### config.mk
export PLATFORM = sky130hd
export DESIGN_NAME = fsync_gen
export DESIGN_NICKNAME = d
export VERILOG_FILES = /design/src/rtl/fsync_pkg.sv /design/src/rtl/fsync_timer.sv /design/src/rtl/fsync_wave.sv /design/src/rtl/fsync_tag.sv /design/src/rtl/fsync_gen.sv
export SDC_FILE = /design/constraint.sdc
export NUM_CORES = 1
export LEC_CHECK = 0
export CORE_MARGIN = 2
export CORE_UTILIZATION = 51
export DETAILED_ROUTE_END_ITERATION = 7
export GPL_TIMING_DRIVEN = 0
export PLACE_DENSITY = 0.81
export SYNTH_ARGS = -nofsm -noshare
export SYNTH_HDL_FRONTEND = slang
export SYNTH_SLANG_ARGS = --single-unit
### constraint.sdc
create_clock -name clk -period 5.1 [get_ports clk]
set_clock_uncertainty 0.2 [all_clocks]
set_input_delay 0.765 -clock clk [delete_from_list [all_inputs] [get_ports clk]]
set_output_delay 0.765 -clock clk [all_outputs]
set_load 0.01 [all_outputs]
### src/rtl/fsync_pkg.sv
package fsync_pkg;
  typedef enum logic [2:0] {
    FS_NONE      = 3'd0,
    FS_NEG_PULSE = 3'd1,
    FS_POS_PULSE = 3'd2,
    FS_LOW_DATA  = 3'd3,
    FS_HIGH_DATA = 3'd4,
    FS_TOGGLE    = 3'd5
  } fs_mode_e;
endpackage

### src/rtl/fsync_timer.sv
module fsync_timer #(
  parameter int unsigned PER_W = 8,
  parameter int unsigned POS_W = 10
) (
  input  logic             clk,
  input  logic             rst_n,
  input  logic             bit_en,
  input  logic [PER_W-1:0] cfg_period,
  input  logic             start_req,
  output logic             start_now,
  output logic [POS_W-1:0] pos,
  output logic             sof,
  output logic             tog
);
  localparam int unsigned PC_W = PER_W + 1;
  localparam logic [POS_W-1:0] POS_IDLE = '1;

  logic [PC_W-1:0] pcnt;
  logic            periodic;

  assign periodic  = |cfg_period;
  assign start_now = bit_en & (periodic ? (pcnt == '0) : start_req);

  always_ff @(posedge clk or negedge rst_n) begin
    if (!rst_n) begin
      pcnt <= '0;
      pos  <= POS_IDLE;
      sof  <= 1'b0;
      tog  <= 1'b0;
    end else begin
      sof <= start_now;
      if (bit_en) begin
        if (periodic) pcnt <= (pcnt == '0) ? {cfg_period, 1'b1} : pcnt - 1'b1;
        else          pcnt <= '0;
        if (start_now)             pos <= '0;
        else if (pos != POS_IDLE)  pos <= pos + 1'b1;
        if (start_now) tog <= ~tog;
      end
    end
  end

  // a start strobe always follows a bit tick
  p_sof_on_tick_r4: assert property (@(posedge clk) disable iff (!rst_n)
    sof |-> $past(bit_en));
  // no bit tick, no movement of the frame position
  p_pos_hold_r10: assert property (@(posedge clk) disable iff (!rst_n)
    !bit_en |=> $stable(pos));
endmodule

### src/rtl/fsync_wave.sv
module fsync_wave
  import fsync_pkg::*;
#(
  parameter int unsigned LEN_W  = 4,
  parameter int unsigned DLY_W  = 8,
  parameter int unsigned DLEN_W = 5,
  parameter int unsigned POS_W  = 10
) (
  input  logic              clk,
  input  logic              rst_n,
  input  logic [2:0]        cfg_mode,
  input  logic [LEN_W-1:0]  cfg_len,
  input  logic [DLY_W-1:0]  cfg_dly,
  input  logic [DLEN_W-1:0] cfg_dlen,
  input  logic              cfg_edge_rise,
  input  logic              flag_clr,
  input  logic [POS_W-1:0]  pos,
  input  logic              tog,
  output logic              fs_pin,
  output logic              sync_flag
);
  logic             pulse_on, data_on, pin_d, armed, set_ev;
  logic [POS_W-1:0] win_end;
  fs_mode_e         mode;

  assign mode     = fs_mode_e'(cfg_mode);
  assign pulse_on = pos <= POS_W'(cfg_len);
  assign win_end  = POS_W'(cfg_dly) + POS_W'(cfg_dlen);
  assign data_on  = (pos >= POS_W'(cfg_dly)) && (pos <= win_end);

  always_comb begin
    unique case (mode)
      FS_NEG_PULSE: fs_pin = ~pulse_on;
      FS_POS_PULSE: fs_pin = pulse_on;
      FS_LOW_DATA:  fs_pin = ~data_on;
      FS_HIGH_DATA: fs_pin = data_on;
      FS_TOGGLE:    fs_pin = tog;
      default:      fs_pin = 1'b0;
    endcase
  end

  assign set_ev = armed & (cfg_edge_rise ? (fs_pin & ~pin_d) : (~fs_pin & pin_d));

  always_ff @(posedge clk or negedge rst_n) begin
    if (!rst_n) begin
      pin_d     <= 1'b0;
      armed     <= 1'b0;
      sync_flag <= 1'b0;
    end else begin
      pin_d <= fs_pin;
      armed <= 1'b1;
      if (set_ev)        sync_flag <= 1'b1;
      else if (flag_clr) sync_flag <= 1'b0;
    end
  end

  // flag holds until cleared
  p_flag_sticky_r9: assert property (@(posedge clk) disable iff (!rst_n)
    sync_flag && !flag_clr |=> sync_flag);
  // a coincident set beats the clear
  p_set_wins_r9: assert property (@(posedge clk) disable iff (!rst_n)
    set_ev && flag_clr |=> sync_flag);
endmodule

### src/rtl/fsync_tag.sv
module fsync_tag #(
  parameter int unsigned TAG_W = 16,
  parameter int unsigned LEN_W = 4,
  parameter int unsigned DLY_W = 8,
  parameter int unsigned POS_W = 10
) (
  input  logic             clk,
  input  logic             rst_n,
  input  logic             bit_en,
  input  logic             start_now,
  input  logic [POS_W-1:0] pos,
  input  logic [LEN_W-1:0] cfg_len,
  input  logic [DLY_W-1:0] cfg_dly,
  input  logic             cfg_sden,
  input  logic [TAG_W-1:0] tag_tx,
  input  logic             rx_line,
  output logic             sd_out,
  output logic [TAG_W-1:0] rx_tag,
  output logic             tag_done,
  output logic             handoff_valid,
  output logic [TAG_W-1:0] handoff_tag
);
  localparam int unsigned CMP_W = DLY_W + 1;

  logic [TAG_W-1:0] hold, rx_sr, mask;
  logic [LEN_W-1:0] idx;
  logic             fits, in_win;

  assign fits   = CMP_W'(cfg_len) < CMP_W'(cfg_dly);
  assign in_win = pos <= POS_W'(cfg_len);
  assign idx    = cfg_len - pos[LEN_W-1:0];
  assign sd_out = cfg_sden & fits & in_win & hold[idx];

  for (genvar i = 0; i < TAG_W; i++) begin : g_mask
    assign mask[i] = LEN_W'(i) <= cfg_len;
  end

  assign rx_tag      = rx_sr & mask;
  assign handoff_tag = hold;

  always_ff @(posedge clk or negedge rst_n) begin
    if (!rst_n) begin
      hold          <= '0;
      rx_sr         <= '0;
      tag_done      <= 1'b0;
      handoff_valid <= 1'b0;
    end else begin
      tag_done      <= 1'b0;
      handoff_valid <= start_now & cfg_sden & ~fits;
      if (start_now) hold <= tag_tx;
      if (bit_en && fits && in_win) begin
        rx_sr    <= {rx_sr[TAG_W-2:0], rx_line};
        tag_done <= pos == POS_W'(cfg_len);
      end
    end
  end

  // completion only at the end of a bit time
  p_done_on_tick_r7: assert property (@(posedge clk) disable iff (!rst_n)
    tag_done |-> $past(bit_en));
  // hand-off and local shifting never both complete
  p_no_mix_r8: assert property (@(posedge clk) disable iff (!rst_n)
    handoff_valid |-> !tag_done);
endmodule

### src/rtl/fsync_gen.sv
module fsync_gen #(
  parameter int unsigned TAG_W  = 16,
  parameter int unsigned PER_W  = 8,
  parameter int unsigned DLY_W  = 8,
  parameter int unsigned DLEN_W = 5,
  parameter int unsigned POS_W  = 10
) (
  input  logic              clk,
  input  logic              rst_n,
  input  logic              bit_en,
  input  logic [2:0]        cfg_mode,
  input  logic [$clog2(TAG_W)-1:0] cfg_len,
  input  logic [PER_W-1:0]  cfg_period,
  input  logic [DLY_W-1:0]  cfg_dly,
  input  logic [DLEN_W-1:0] cfg_dlen,
  input  logic              cfg_sden,
  input  logic              cfg_edge_rise,
  input  logic              start_req,
  input  logic              flag_clr,
  input  logic [TAG_W-1:0]  tag_tx,
  input  logic              rx_line,
  output logic              fs_pin,
  output logic              sof,
  output logic              sd_out,
  output logic [TAG_W-1:0]  rx_tag,
  output logic              tag_done,
  output logic              handoff_valid,
  output logic [TAG_W-1:0]  handoff_tag,
  output logic              sync_flag
);
  localparam int unsigned LEN_W = $clog2(TAG_W);

  logic             start_now, tog;
  logic [POS_W-1:0] pos;

  fsync_timer #(.PER_W(PER_W), .POS_W(POS_W)) u_timer (
    .clk(clk), .rst_n(rst_n), .bit_en(bit_en), .cfg_period(cfg_period),
    .start_req(start_req), .start_now(start_now), .pos(pos), .sof(sof), .tog(tog)
  );

  fsync_wave #(.LEN_W(LEN_W), .DLY_W(DLY_W), .DLEN_W(DLEN_W), .POS_W(POS_W)) u_wave (
    .clk(clk), .rst_n(rst_n), .cfg_mode(cfg_mode), .cfg_len(cfg_len),
    .cfg_dly(cfg_dly), .cfg_dlen(cfg_dlen), .cfg_edge_rise(cfg_edge_rise),
    .flag_clr(flag_clr), .pos(pos), .tog(tog), .fs_pin(fs_pin), .sync_flag(sync_flag)
  );

  fsync_tag #(.TAG_W(TAG_W), .LEN_W(LEN_W), .DLY_W(DLY_W), .POS_W(POS_W)) u_tag (
    .clk(clk), .rst_n(rst_n), .bit_en(bit_en), .start_now(start_now), .pos(pos),
    .cfg_len(cfg_len), .cfg_dly(cfg_dly), .cfg_sden(cfg_sden), .tag_tx(tag_tx),
    .rx_line(rx_line), .sd_out(sd_out), .rx_tag(rx_tag), .tag_done(tag_done),
    .handoff_valid(handoff_valid), .handoff_tag(handoff_tag)
  );
endmodule

Word level (Yosys, flattened, before mapping)
Index checks and enable logic that the tools add are counted.
{ "word_totals": {"ff_bits": 58, "input_bits": 52, "output_inout_bits": 38, "word_cells": 80} }
{ "op_classes": {"add_sub_neg": 4, "magnitude_cmp": 21, "eq_ne": 7, "n_mux": 12, "n_bitwise": 16, "n_reduce_logical": 9} }
{ "ops": {"columns": ["operator", "count"], "rows": [
  ["4-bit <= comparator (first input constant)", 8],
  ["10-bit two-way mux", 2],
  ["9-bit two-way mux", 2],
  ["16-bit bitwise AND", 1],
  ["3-bit by 4-bit <= comparator with 1-bit output (first input constant)", 4],
  ["10-bit by 1-bit adder with 10-bit output (second input constant)", 1],
  ["10-bit by 4-bit equality test with 1-bit output", 1],
  ["10-bit by 8-bit >= comparator with 1-bit output", 1],
  ["10-bit <= comparator", 1],
  ["10-bit by 4-bit <= comparator with 1-bit output", 1],
  ["10-bit inequality test (second input constant)", 1],
  ["8-bit by 5-bit adder with 9-bit output", 1],
  ["1-bit bitwise AND", 9],
  ["9-bit logical NOT", 1],
  ["9-bit by 1-bit subtractor with 9-bit output (second input constant)", 1],
  ["1-bit by 4-bit <= comparator with 1-bit output (first input constant)", 2],
  ["2-bit by 4-bit <= comparator with 1-bit output (first input constant)", 2],
  ["4-bit by 8-bit less-than comparator with 1-bit output", 1],
  ["8-bit OR reduction", 1],
  ["3-bit by 2-bit equality test with 1-bit output (second input constant)", 2],
  ["3-bit equality test (second input constant)", 2],
  ["1-bit two-way mux", 6],
  ["1-bit inverter", 6],
  ["4-bit by 5-bit less-than comparator with 1-bit output (second input constant)", 1],
  ["other kinds (7)", 11]
]} }

Logic depth before layout (Yosys ltp)
Gate-level depths: netlist of run 1.
{ "logic_depth": {"ltp_word": 10, "depth_mapped": 17, "mapped_depth_nobuf": 17} }

Hierarchy
From an unflattened synthesis of run 1, not the netlist that was laid out.
{ "unflattened": {"hier_cells": 404, "area_unflattened_um2": 4165.2} }
{ "modules_own_cells": {"columns": ["mod", "instances", "cells_per_inst", "area_per_inst_um2", "seq_area_each_um2"], "rows": [
  ["fsync_tag", 1, 159, 1926.8, 850.8],
  ["fsync_timer", 1, 130, 1285.0, 538.0],
  ["fsync_wave", 1, 115, 953.4, 75.1]
]} }

Worst setup path after synthesis of run 1
Ideal clock, no wire load.
{ "synth_timing": {"path_kind": "input -> output", "start": "input cfg_dly[0]", "end": "output fs_pin", "arrival_time_ns": 3.219, "required_ns": 4.135, "setup_slack_ns": 0.916, "cell_stages": 16, "path_buffers": 0, "path_cell_list": "ha_1 > inv_1 > fa_1 > inv_1 > a21oi_1 > o21bai_1 > a21o_1 > nand2_1 > xnor2_1 > ha_1 > nand4b_1 > nor2_1 > a32oi_1 > a32oi_1 > a311o_1 > nor2_1"} }
{ "synth_via": {"elab_chain_len": 5} }
{ "synth_lines": {"columns": ["element", "line_no", "rtl"], "rows": [
  ["from (decl)", "fsync_gen.sv:14", "input logic [DLY_W-1:0] cfg_dly,"],
  ["8-bit by 5-bit adder with 9-bit output", "fsync_wave.sv:28", "assign win_end = POS_W'(cfg_dly) + POS_W'(cfg_dlen);"],
  ["10-bit <= comparator", "fsync_wave.sv:29", "assign data_on = (pos >= POS_W'(cfg_dly)) && (pos <= win_end);"],
  ["1-bit logical AND (*)", "fsync_wave.sv:29", null],
  ["1-bit inverter", "fsync_wave.sv:35", "FS_LOW_DATA: fs_pin = ~data_on;"],
  ["1-bit one-hot mux with 5 select lines (*)", "fsync_wave.sv:32", "unique case (mode)"],
  ["to (decl)", "fsync_gen.sv:22", "output logic fs_pin,"]
]} }
Mark *: on every way between the ends. The rest lies on a longest branch, timed or not.

Worst setup path in the final report of run 1
{ "layout_timing": {"start": "input cfg_dlen[1]", "end": "output fs_pin"} }
{ "layout_via": {"elab_chain_len": 5} }
{ "layout_lines": {"columns": ["element", "line_no", "rtl"], "rows": [
  ["from (decl)", "fsync_gen.sv:15", "input logic [DLEN_W-1:0] cfg_dlen,"],
  ["8-bit by 5-bit adder with 9-bit output (*)", "fsync_wave.sv:28", null],
  ["10-bit <= comparator (*)", "fsync_wave.sv:29", null],
  ["1-bit logical AND (*)", "fsync_wave.sv:29", null],
  ["1-bit inverter", "fsync_wave.sv:35", null],
  ["1-bit one-hot mux with 5 select lines (*)", "fsync_wave.sv:32", null]
]} }
Marks and branches as above.

==> results.txt, run 1 <==
----------------------------------------------------
[Outcome]
  Status ... finished clean

[Placement]
  Count of buffers from port buffering ... 88
  Routability congestion estimate ... 0.8274
  HPWL reported at the end of detailed placement ... 6854 um
  Number of instances in the placed design ... 553

[Synthesis]
  Cell accounting for the most synthesized area ... sky130_fd_sc_hd__dfrtp_1
  Part of the Yosys area used for sequential elements ... 38.09%
  Most instantiated flip-flop cell in the synthesis netlist ... sky130_fd_sc_hd__dfrtp_1
  Synth Area in Compound Gates ... 12.83%
  Post-synthesis instance area ... 0.003844 mm^2
  Synth Net Count ... 453
  Simple-gate area share of the yosys netlist ... 13.96%
  #FFs+latches synth ... 58
  Mean Syn Cell Area ... 10.53 um^2
  Dominant combinational cell family by area after synthesis ... simple AND/OR/NAND/NOR gates
  Asr flop ratio synth ... 100.0%
  Area share of the leading cell type in the synthesized netlist ... 31.25%
  Total number of yosys warnings ... 0
  Multiplexer area fraction after synthesis ... 13.77%
  Most repeated cell in the gate-level netlist after synthesis ... sky130_fd_sc_hd__dfrtp_1
  Adder and majority gate portion of the synthesized area ... 12.11%
  Top cells by area, synth ... sky130_fd_sc_hd__dfrtp_1 (31%), sky130_fd_sc_hd__ha_1 (11%), sky130_fd_sc_hd__dfstp_2 (6.8%)
  Count of distinct cell types in the synthesized netlist ... 57
  Gate count of the mapped netlist ... 365
  Post-synth EDFFs ... 0
  Synth top cells by count ... sky130_fd_sc_hd__dfrtp_1 (48), sky130_fd_sc_hd__ha_1 (34), sky130_fd_sc_hd__inv_1 (28)
  Xor/xnor share of the synthesized area ... 4.102%

[Final layout]
  Utilization after layout ... 70.64%
  Synth-to-layout area growth ... 34.02%
  Area of the multi-input gates ... 0.002223 mm^2
  Sequential cell area in the final layout ... 0.001464 mm^2
  Fill cells ... 550
  Antenna diode count ... 0
  Fraction of final layout cells sized beyond drive strength 1 ... 19.96%
  Final standard cell count with taps included and fillers excluded ... 575
  Number of nets in the layout ... 559

[Critical path]
  Element type at the critical path start ... input port
  Data arrival time of the critical path ... 3920 ps
  Crit path max fanout ... 2
  CP Class ... input port to output port
  Crit. End Element ... output port
  Number of cells traversed by the worst register-to-register path ... 7
  Required time reported for the critical path endpoint ... 4140 ps

[Timing]
  Setup Viol. Count Final ... 0
  Share of the clock period used by the worst path ... 95.80%
  Worst Tran Pin Value ... 526.7 ps
  Time the final worst path needs with I/O delays and setup ... 4886 ps
  Final hold vios ... 0
  Achievable clock frequency ... 204.7 MHz
  Tightest slew margin relative to the limit ... 63.98%
  Max-slew violations ... 0

[Clock network]
  H-tree Lvls ... 3
  Clock buffers created by TritonCTS ... 9
  # clock sinks ... 58
  CTS tree ... built
  Clock root buffer master ... sky130_fd_sc_hd__clkbuf_8
  Source-to-sink clock delay at the later pin of the worst-skew pair ... 330 ps
  Buffers from clock root to sink, at most ... 2
  CTS clk-pin slew, worst paths ... 70 ps
  Hold-fix buffers at CTS ... 0

[Floorplanning]
  Starting density of the core ... 52.71%
  Number of standard-cell rows in the floorplan ... 31
  Die Footprint ... 0.008247 mm^2
  Number of top-level pins ... 90
  Width of the die ... 90.82 um
  Vertical die dimension ... 90.82 um
  Core Region ... 0.007292 mm^2

[Global routing]
  Number of global-route vias before repair ... 3245
  Largest net degree at the start of global routing ... 38
  GRT Util Overall ... 23.30%
  GRT overflow ... 0
  Initial antenna violation count ... 0
  First-pass GRT wire length ... 15360 um

[Pwr]
  Worst IR Drop VDD ... 0.1927 mV
  Leak pwr ... 2.381 nW
  Power per unit of standard cell area ... 392.1 mW/mm^2

[Routing]
  Total Wirelength ... 9142 um
  Via density per instance ... 5.503
  Total vias in the final route ... 3164
  First-pass iteration count of the detailed router ... 4
  Total DRC errors in the routed layout ... 0
  Mean routed wirelength per cell ... 15.90 um
  1st-iter DRT viols ... 144
  Antenna viol nets, final ... 0

[Job]
  # Max-Cap Violations ... 0

[Hold path]
  Worst min-delay path category ... input port to asynchronous set/reset pin

----------------------------------------------------
==> power breakdown <==
group          internal [mW]  switching (mW)  total (mW)
Sequential             0.597           0.123       0.720
Clock                  0.252           0.184       0.436
Combinational          0.475           0.389       0.864
==> cell type report <==
cell class / count / share of cell area [%]
repair buffers: 95 / 18.24
clock inverters: 4 / 0.9716
inverters: 28 / 2.040
multi-input cells: 265 / 43.16
clock buffers: 12 / 3.012
flip-flops and latches: 58 / 28.42
well taps: 99 / 2.405
plain buffers: 14 / 1.749
==> final timing paths <==
kind / slack [ps] / from / end
worst min-delay path: 210 / rst_n / u_timer.pcnt[0]
min in group clk: 280 / u_timer.tog / u_timer.tog
worst max-delay path: 210 / cfg_dlen[1] / fs_pin
worst min register to register: 280 / u_timer.tog / u_timer.tog
worst max register to register: 2190 / u_timer.pos[7] / u_wave.sync_flag
max in group asynchronous: 3840 / rst_n / u_timer.pos[2]
==> sequential cells by signal (all words and copies together), names as in the netlist <==
register             cells
u_timer.tog              1
u_timer.pcnt             9
u_timer.sof              1
u_wave.pin_d             1
u_wave.sync_flag         1
u_timer.pos             10
u_tag.handoff_tag       16
u_wave.armed             1
u_tag.handoff_valid      1
u_tag.rx_sr             16
u_tag.tag_done           1
==> timing repair <==
| action | CTS | global route |
|---|---|---|
| endpoints found under the setup margin | 1 | 2 |
| gates resized for setup | 6 | 15 |
| pin swaps | 5 | 15 |
| endpoints found under the hold margin | 0 | 0 |
| buffers inserted | 1 | 5 |
==> worst max-delay path: stages <==
cell and delay (ps):
sky130_fd_sc_hd__clkdlybuf4s50_1 480, sky130_fd_sc_hd__ha_1 230, sky130_fd_sc_hd__a21o_1 190, sky130_fd_sc_hd__a21oi_2 160, sky130_fd_sc_hd__o21bai_1 110, sky130_fd_sc_hd__a21oi_2 180
sky130_fd_sc_hd__nor3_1 70, sky130_fd_sc_hd__xnor2_1 180, sky130_fd_sc_hd__ha_1 270, sky130_fd_sc_hd__nand4b_1 160, sky130_fd_sc_hd__nor2_1 60, sky130_fd_sc_hd__a32oi_1 250
sky130_fd_sc_hd__a32oi_2 110, sky130_fd_sc_hd__a311o_1 420, sky130_fd_sc_hd__nor2_2 130, sky130_fd_sc_hd__buf_2 140
==> metrics by stage <==
step           setup TNS [ps]  cell area [um^2]  setup slack, ps  hold WS (ps)  total power, mW
6_report                    0              5151            214.2         205.0            2.020
5_1_grt                -47.65              5151           -47.65         216.8            2.156
4_1_cts                     0              5092            5.189         210.6            2.011
3_5_place_dp           -541.8              4863           -541.8         261.8            1.566
3_3_place_gp           -476.9              4848           -476.9         254.1            1.531
2_1_floorplan               0              3844            915.8         233.2            1.275
==> layer usage <==
metal	up-vias	track usage [%]	part of all wire [%]
met2	89	39.30	49
met5	-	0	0
met3	8	5.593	4.9
met1	1541	29.66	45
met4	0	7.323	0.83
li1	1526	-	-
==> logic make-up after synthesis <==
group	after synthesis
xor gates and xnor gates	18
DFF	58
buffers and inverters	42
and+or+nand+nor	99
other	1
adders and majority gates	36
muxes	40
AOI/OAI and AO/OA	71
==> layout by cell type (no fill, tap or decap), types with 3 or more instances in the layout <==
| cell type | netlist | layout |
|---|---|---|
| sky130_fd_sc_hd__nand2b_1 | 4 | 4 |
| sky130_fd_sc_hd__mux2_1 | 6 | 6 |
| sky130_fd_sc_hd__clkbuf_8 | 0 | 11 |
| sky130_fd_sc_hd__o211ai_1 | 5 | 5 |
| sky130_fd_sc_hd__buf_4 | 5 | 11 |
| sky130_fd_sc_hd__nor3_1 | 6 | 6 |
| sky130_fd_sc_hd__mux2_2 | 17 | 17 |
| sky130_fd_sc_hd__xor2_1 | 7 | 7 |
| sky130_fd_sc_hd__clkbuf_1 | 5 | 5 |
| sky130_fd_sc_hd__nand4_1 | 9 | 9 |
| sky130_fd_sc_hd__nand2_1 | 20 | 19 |
| sky130_fd_sc_hd__inv_2 | 0 | 3 |
| sky130_fd_sc_hd__nor4_1 | 4 | 4 |
| sky130_fd_sc_hd__o21ai_0 | 15 | 15 |
| sky130_fd_sc_hd__nand3_1 | 10 | 10 |
| sky130_fd_sc_hd__a21boi_0 | 5 | 5 |
| sky130_fd_sc_hd__a21o_1 | 8 | 8 |
| sky130_fd_sc_hd__and3_1 | 3 | 3 |
| sky130_fd_sc_hd__clkdlybuf4s50_1 | 0 | 83 |
| sky130_fd_sc_hd__clkbuf_2 | 2 | 3 |
| sky130_fd_sc_hd__a21oi_1 | 18 | 16 |
| sky130_fd_sc_hd__a21oi_2 | 1 | 3 |
| sky130_fd_sc_hd__dfstp_2 | 10 | 10 |
| sky130_fd_sc_hd__mux4_2 | 4 | 4 |
| sky130_fd_sc_hd__o21bai_1 | 3 | 3 |
| sky130_fd_sc_hd__ha_1 | 34 | 33 |
| sky130_fd_sc_hd__inv_1 | 28 | 25 |
| sky130_fd_sc_hd__xnor2_1 | 11 | 10 |
| sky130_fd_sc_hd__mux2i_1 | 3 | 3 |
| sky130_fd_sc_hd__nor2_1 | 25 | 24 |
| sky130_fd_sc_hd__nor2b_1 | 4 | 4 |
| sky130_fd_sc_hd__mux2_4 | 10 | 10 |
| sky130_fd_sc_hd__dfrtp_1 | 48 | 48 |
(Power assumes the default switching activity.)
==> run 2: changes to the inputs <==
MAX_ROUTING_LAYER = met4   (was not set)
==> run 2 against run 1 <==
Combinational power hardly changed. Non-clock buffer count did not move. Global-route usage rose by 0.69 points. Largest cell class unchanged. Critical path depth stayed put. Via count rose by 0.44%. Clock power hardly changed. Flip-flop and latch count is the same. Maximum frequency fell by 0.25%. Sequential power barely moved. Worst setup slack got worse by 12 ps. Highest routed layer unchanged. Routed wire length shrank 0.18%.
==> results.txt, run 2 (same netlist as run 1, synthesis figures left out) <==
----------------------------------------------------
[Timing]
  Setup Viol. Count Final ... 0 (unchanged)
  Share of the clock period used by the worst path ... 96.04% (+0.24 points)
  Worst Tran Pin Value ... 530.6 ps (+3.883 ps)
  Final hold vios ... 0 (unchanged)
  Time the final worst path needs with I/O delays and setup ... 4898 ps (+12.04 ps)
  Tightest slew margin relative to the limit ... 63.71% (-0.27 points)
  Achievable clock frequency ... 204.2 MHz (-0.25%)
  Max-slew violations ... 0 (unchanged)
  Smallest setup slack after layout ... 202.2 ps (-12.04 ps)

[Routing]
  Via density per instance ... 5.527 (+0.44%)
  Total DRC errors in the routed layout ... 0 (unchanged)
  Total vias in the final route ... 3178 (+0.44%)
  Antenna viol nets, final ... 0 (unchanged)
  First-pass iteration count of the detailed router ... 4 (unchanged)
  1st-iter DRT viols ... 177 (+23%)
  Mean routed wirelength per cell ... 15.87 um (-0.18%)
  Total Wirelength ... 9126 um (-0.18%)

[Pwr]
  Total power draw ... 2.024 mW (+0.20%)
  Leak pwr ... 2.381 nW (unchanged)
  Worst IR Drop VDD ... 0.1923 mV (-0.23%)
  Power per unit of standard cell area ... 392.9 mW/mm^2 (+0.20%)

[Hold path]
  Worst min-delay path category ... input port to asynchronous set/reset pin

[Final layout]
  Synth-to-layout area growth ... 34.02% (unchanged)
  Post-route design area ... 0.005151 mm^2 (unchanged)
  Utilization after layout ... 70.64% (unchanged)
  Most common cell after layout, fill and taps aside ... sky130_fd_sc_hd__clkdlybuf4s50_1
  Commonest cells after routing, fill and taps aside ... sky130_fd_sc_hd__clkdlybuf4s50_1 (83), sky130_fd_sc_hd__dfrtp_1 (48), sky130_fd_sc_hd__ha_1 (33)
  Antenna diode count ... 0 (unchanged)
  Number of nets in the layout ... 559 (unchanged)
  Fill cells ... 550 (unchanged)
  Fraction of final layout cells sized beyond drive strength 1 ... 19.96% (unchanged)

[Floorplanning]
  Number of standard-cell rows in the floorplan ... 31 (unchanged)
  Core Region ... 0.007292 mm^2 (unchanged)
  Die Footprint ... 0.008247 mm^2 (unchanged)
  Vertical die dimension ... 90.82 um (unchanged)
  Starting density of the core ... 52.71% (unchanged)
  Number of top-level pins ... 90 (unchanged)
  Width of the die ... 90.82 um (unchanged)

[Clock network]
  CTS clk-pin slew, worst paths ... 70 ps (about the same)
  Source-to-sink clock delay at the later pin of the worst-skew pair ... 330 ps (about the same)
  CTS tree ... built
  Hold-fix buffers at CTS ... 0 (unchanged)
  Clock root buffer master ... sky130_fd_sc_hd__clkbuf_8
  # clock sinks ... 58 (unchanged)
  H-tree Lvls ... 3 (unchanged)
  Clock buffers created by TritonCTS ... 9 (unchanged)
  Buffers from clock root to sink, at most ... 2 (unchanged)

[Global routing]
  Number of global-route vias before repair ... 3240 (-0.15%)
  Initial antenna violation count ... 0 (unchanged)
  GRT overflow ... 0 (unchanged)
  Largest net degree at the start of global routing ... 38 (unchanged)
  GRT Util Overall ... 23.99% (+0.69 points)
  First-pass GRT wire length ... 15380 um (+0.14%)

[Placement]
  Cell area reported after detailed placement ... 0.004863 mm^2 (unchanged)
  Routability congestion estimate ... 0.8400 (+1.5%)
  HPWL reported at the end of detailed placement ... 6854 um (unchanged)
  Setup slack after placement ... -541.8 ps (unchanged)
  Count of buffers from port buffering ... 88 (unchanged)

[Critical path]
  Required time reported for the critical path endpoint ... 4140 ps (about the same)
  Element type at the critical path start ... input port
  Crit path max fanout ... 2 (unchanged)
  Worst reg2reg setup slack ... 2180 ps (about the same)
  Crit. End Element ... output port
  CP Class ... input port to output port
  Data arrival time of the critical path ... 3930 ps (about the same)

[Outcome]
  Status ... finished clean

[Job]
  # Max-Cap Violations ... 0 (unchanged)

----------------------------------------------------
[run 2: cell counts in the layout (fill, tap and decap cells not counted)]
Identical to the previous run, type by type.
[run 2: per-layer routing]
layer / routed length, um / up-vias / global-route usage, %
met5: 0 / - / -
met4: 116 / 0 / 8.460
met3: 424 / 12 / 4.341
met2: 4482 / 98 / 39.24
met1: 4103 / 1542 / 30.09
li1: - / 1526 / -
[run 2: worst paths after layout]
path / start / endpoint / cells after the start
min in group clk: u_timer.tog / u_timer.tog / 1
max in group asynchronous: rst_n / u_timer.pos[5] / 2
setup reg to reg: u_timer.pos[7] / u_wave.sync_flag / 7
setup / recovery: cfg_dlen[1] / fs_pin / 16
hold / removal: rst_n / u_timer.pcnt[0] / 1
hold reg to reg: u_timer.tog / u_timer.tog / 1
[run 2: final cells by class]
| class | count | area [um^2] | area share [%] |
|---|---|---|---|
| clock inverters | 4 | 50.05 | 0.9716 |
| inverters | 28 | 105.1 | 2.040 |
| clock buffers | 12 | 155.1 | 3.012 |
| well taps | 99 | 123.9 | 2.405 |
| plain buffers | 14 | 90.09 | 1.749 |
| repair buffers | 95 | 939.7 | 18.24 |
| flip-flops and latches | 58 | 1464 | 28.42 |
| multi-input cells | 265 | 2223 | 43.16 |
[run 2: critical path, cell delays in order]
cell	delay, ps
sky130_fd_sc_hd__clkdlybuf4s50_1	480
sky130_fd_sc_hd__ha_1	230
sky130_fd_sc_hd__a21o_1	190
sky130_fd_sc_hd__a21oi_2	160
sky130_fd_sc_hd__o21bai_1	110
sky130_fd_sc_hd__a21oi_2	180
sky130_fd_sc_hd__nor3_1	70
sky130_fd_sc_hd__xnor2_1	180
sky130_fd_sc_hd__ha_1	270
sky130_fd_sc_hd__a21o_1	190
sky130_fd_sc_hd__a211oi_2	240
sky130_fd_sc_hd__nand4b_1	180
sky130_fd_sc_hd__a32oi_2	230
sky130_fd_sc_hd__a311o_1	240
sky130_fd_sc_hd__nor2_2	60
sky130_fd_sc_hd__buf_2	140
[run 2: report_power, final]
| part | leakage, nW | internal [mW] | switching, mW | total, mW |
|---|---|---|---|---|
| Sequential | 0.729 | 0.597 | 0.124 | 0.721 |
| Clock | 0.0986 | 0.252 | 0.187 | 0.438 |
| Combinational | 1.55 | 0.475 | 0.389 | 0.865 |
[run 2: timing repair]
item / CTS / global route
endpoints found under the setup margin: 1 / 2
pin swaps: 5 / 15
setup buffers: 1 / 5
cloned: 0 / 0
gates resized for setup: 6 / 15
[run 2: through the flow]
step,setup TNS (ps),hold slack (ps),std cells
after global placement,-476.9,254.1,552
final,0,195.3,575
after detailed placement,-541.8,261.8,553
after global routing,-47.65,223.8,575
after CTS,0,210.6,570
after floorplan,0,233.2,365
==> run 3: changes to the inputs <==
CORE_UTILIZATION = 52   (was 51)
CTS_BUF_LIST = sky130_fd_sc_hd__clkbuf_4   (was not set)
CTS_CLUSTER_SIZE = 16   (was not set)
PLACE_DENSITY = 0.83   (was 0.81)
==> run 3 against run 2 <==
Via count increased by 0.50%. Largest cell class unchanged. Worst setup slack worse by 73 ps. Routed wire length is 2.4% lower. Register-to-register slack hardly changed. Final cell count fell by 0.70%. Total power down 5.4%.
==> results.txt, run 3 (same netlist as run 1, synthesis figures left out) <==
----------------------------------------------------
[Critical path]
  Buf+Inv Stages, Crit Path ... 4 (+2)
  Cells along the critical path ... clkdlybuf4s50_1 -> ha_1 -> inv_1 -> fa_2 -> inv_1 -> a21oi_1 -> o21bai_1 -> a21o_1 -> nand2_1 -> xnor2_1 -> ha_1 -> nand4b_1 -> nor2_1 -> a32oi_1 -> a32oi_2 -> a311o_1 -> nor2_2 -> clkbuf_2
  Crit path max fanout ... 2 (unchanged)
  Required time reported for the critical path endpoint ... 4140 ps (about the same)
  Crit. End Element ... output port
  Cell with the largest stage delay on the worst path ... sky130_fd_sc_hd__clkdlybuf4s50_1
  CP Class ... input port to output port
  Element type at the critical path start ... input port
  Largest incremental delay on the critical path ... 460 ps (-20 ps)
  Worst reg2reg setup slack ... 2180 ps (about the same)
  Top delay family on crit path ... compound AO/OA/AOI/OAI gates
  Data arrival time of the critical path ... 4010 ps (+80 ps)

[Routing]
  Antenna viol nets, final ... 0 (unchanged)
  Via density per instance ... 5.594 (+1.2%)
  Mean routed wirelength per cell ... 15.60 um (-1.7%)
  First-pass iteration count of the detailed router ... 4 (unchanged)
  Total DRC errors in the routed layout ... 0 (unchanged)
  Total vias in the final route ... 3194 (+0.50%)
  Total Wirelength ... 8908 um (-2.4%)
  1st-iter DRT viols ... 175 (-1.1%)

[Final layout]
  Most common cell after layout, fill and taps aside ... sky130_fd_sc_hd__clkdlybuf4s50_1
  Antenna diode count ... 0 (unchanged)
  Post-route design area ... 0.005036 mm^2 (-2.2%)
  Fill cells ... 567 (+3.1%)
  Number of nets in the layout ... 555 (-0.72%)
  Fraction of final layout cells sized beyond drive strength 1 ... 18.22% (-1.7 points)
  Synth-to-layout area growth ... 31.02%
  Commonest cells after routing, fill and taps aside ... sky130_fd_sc_hd__clkdlybuf4s50_1 (85), sky130_fd_sc_hd__dfrtp_1 (48), sky130_fd_sc_hd__ha_1 (34)

[Floorplanning]
  Die Footprint ... 0.008096 mm^2 (-1.8%)
  Width of the die ... 89.98 um (-0.92%)
  Starting density of the core ... 53.28% (+0.57 points)
  Number of top-level pins ... 90 (unchanged)
  Number of standard-cell rows in the floorplan ... 31 (unchanged)
  Core Region ... 0.007214 mm^2 (-1.1%)
  Vertical die dimension ... 89.98 um (-0.92%)

[Clock network]
  CTS clk-pin slew, worst paths ... 110 ps (+40 ps)
  Buffers from clock root to sink, at most ... 2 (unchanged)
  H-tree Lvls ... 3 (unchanged)
  # clock sinks ... 58 (unchanged)
  Clock buffers created by TritonCTS ... 9 (unchanged)
  Source-to-sink clock delay at the later pin of the worst-skew pair ... 400 ps (+70 ps)
  CTS tree ... built
  Clock root buffer master ... sky130_fd_sc_hd__clkbuf_4

[Pwr]
  Leak pwr ... 2.306 nW (-3.2%)
  Power per unit of standard cell area ... 380.2 mW/mm^2 (-3.2%)
  Total power draw ... 1.915 mW (-5.4%)
  Worst IR Drop VDD ... 0.2520 mV (+31%)

[Timing]
  Final hold vios ... 0 (unchanged)
  Time the final worst path needs with I/O delays and setup ... 4971 ps (+73.06 ps)
  Worst Tran Pin Value ... 554.1 ps (+23.47 ps)
  Max-slew violations ... 0 (unchanged)
  Setup Viol. Count Final ... 0 (unchanged)
  Worst hold slack across all endpoints ... 131.0 ps (-64.31 ps)
  Share of the clock period used by the worst path ... 97.47% (+1.4 points)
  Tightest slew margin relative to the limit ... 62.11% (-1.6 points)
  Achievable clock frequency ... 201.2 MHz (-1.5%)
  Setup repair after global routing missed its margin ... true

[Placement]
  HPWL reported at the end of detailed placement ... 6785 um (-1.0%)
  Count of buffers from port buffering ... 88 (unchanged)
  Routability congestion estimate ... 0.8682 (+3.4%)
  Cell area reported after detailed placement ... 0.004863 mm^2 (unchanged)

[Global routing]
  Initial antenna violation count ... 0 (unchanged)
  First-pass GRT wire length ... 15090 um (-1.9%)
  Largest net degree at the start of global routing ... 36 (-5.3%)
  GRT overflow ... 0 (unchanged)
  GRT Util Overall ... 23.32% (-0.67 points)
  Number of global-route vias before repair ... 3257 (+0.52%)

[Hold path]
  Worst min-delay path category ... input port to asynchronous set/reset pin

[Job]
  # Max-Cap Violations ... 0 (unchanged)

[Outcome]
  Status ... finished clean

----------------------------------------------------
run 3: routing by layer:
layer  part of all wire [%]  vias up  track usage, %  wire, um
met1                     44     1551           29.32      3913
met5                      0        -               -         0
met2                     49      108           37.88      4336
met3                    6.3        9           5.029       560
met4                    1.1        0           7.692        97
li1                       -     1526               -         -
run 3: worst reg2reg max path, stage by stage, from the launching register on:
cell                        delay [ps]
sky130_fd_sc_hd__dfstp_2           640
sky130_fd_sc_hd__ha_1              280
sky130_fd_sc_hd__a2111oi_0         530
sky130_fd_sc_hd__a32oi_2           250
sky130_fd_sc_hd__a311o_1           430
sky130_fd_sc_hd__buf_4             140
sky130_fd_sc_hd__o32ai_1           250
sky130_fd_sc_hd__o21bai_1          140
run 3: cell type report:
cell class,instances,area (um^2),share of cell area (%)
buffer,14,90.09,1.789
clock buffer,9,67.56,1.342
clock inverter,7,70.07,1.391
inverter,28,105.1,2.087
multi-input combinational,265,2211,43.90
sequential,58,1464,29.07
tap,99,123.9,2.460
timing repair buffer,91,904.6,17.96
run 3: through the flow:
| stage | std cells | setup slack (ps) | setup TNS [ps] | util (%) |
|---|---|---|---|---|
| final | 571 | 129.1 | 0 | 69.81 |
| after global routing | 571 | -30.69 | -30.69 | 69.81 |
| after CTS | 570 | 7.604 | 0 | 69.67 |
| after detailed placement | 553 | -597.0 | -597.0 | 67.41 |
| after global placement | 552 | -487.9 | -487.9 | 67.20 |
| after floorplan | 365 | 915.8 | 0 | - |
run 3: path summary, 6_finish.rpt:
| path | start | to | cells past startpoint |
|---|---|---|---|
| max | cfg_dlen[0] | fs_pin | 18 |
| min in group clk | u_timer.tog | u_timer.tog | 1 |
| min reg2reg | u_timer.tog | u_timer.tog | 1 |
| max reg2reg | u_timer.pos[7] | u_wave.sync_flag | 7 |
| max in group asynchronous | rst_n | u_timer.pos[5] | 2 |
| min | rst_n | u_tag.rx_sr[2] | 1 |
run 3: repair_timing:
item                                    in CTS  in global routing
endpoints found under the setup margin       1                  2
resized for setup                            7                  5
hold buffers                                 0                  0
setup buffers                                1                  1
pin swaps                                    6                  6
run 3: report_power, final:
part           leakage [nW]  internal [mW]  switching, mW  total (mW)
clock                0.0639          0.147          0.184       0.331
combinational          1.51          0.470          0.390       0.860
sequential            0.729          0.596          0.128       0.724
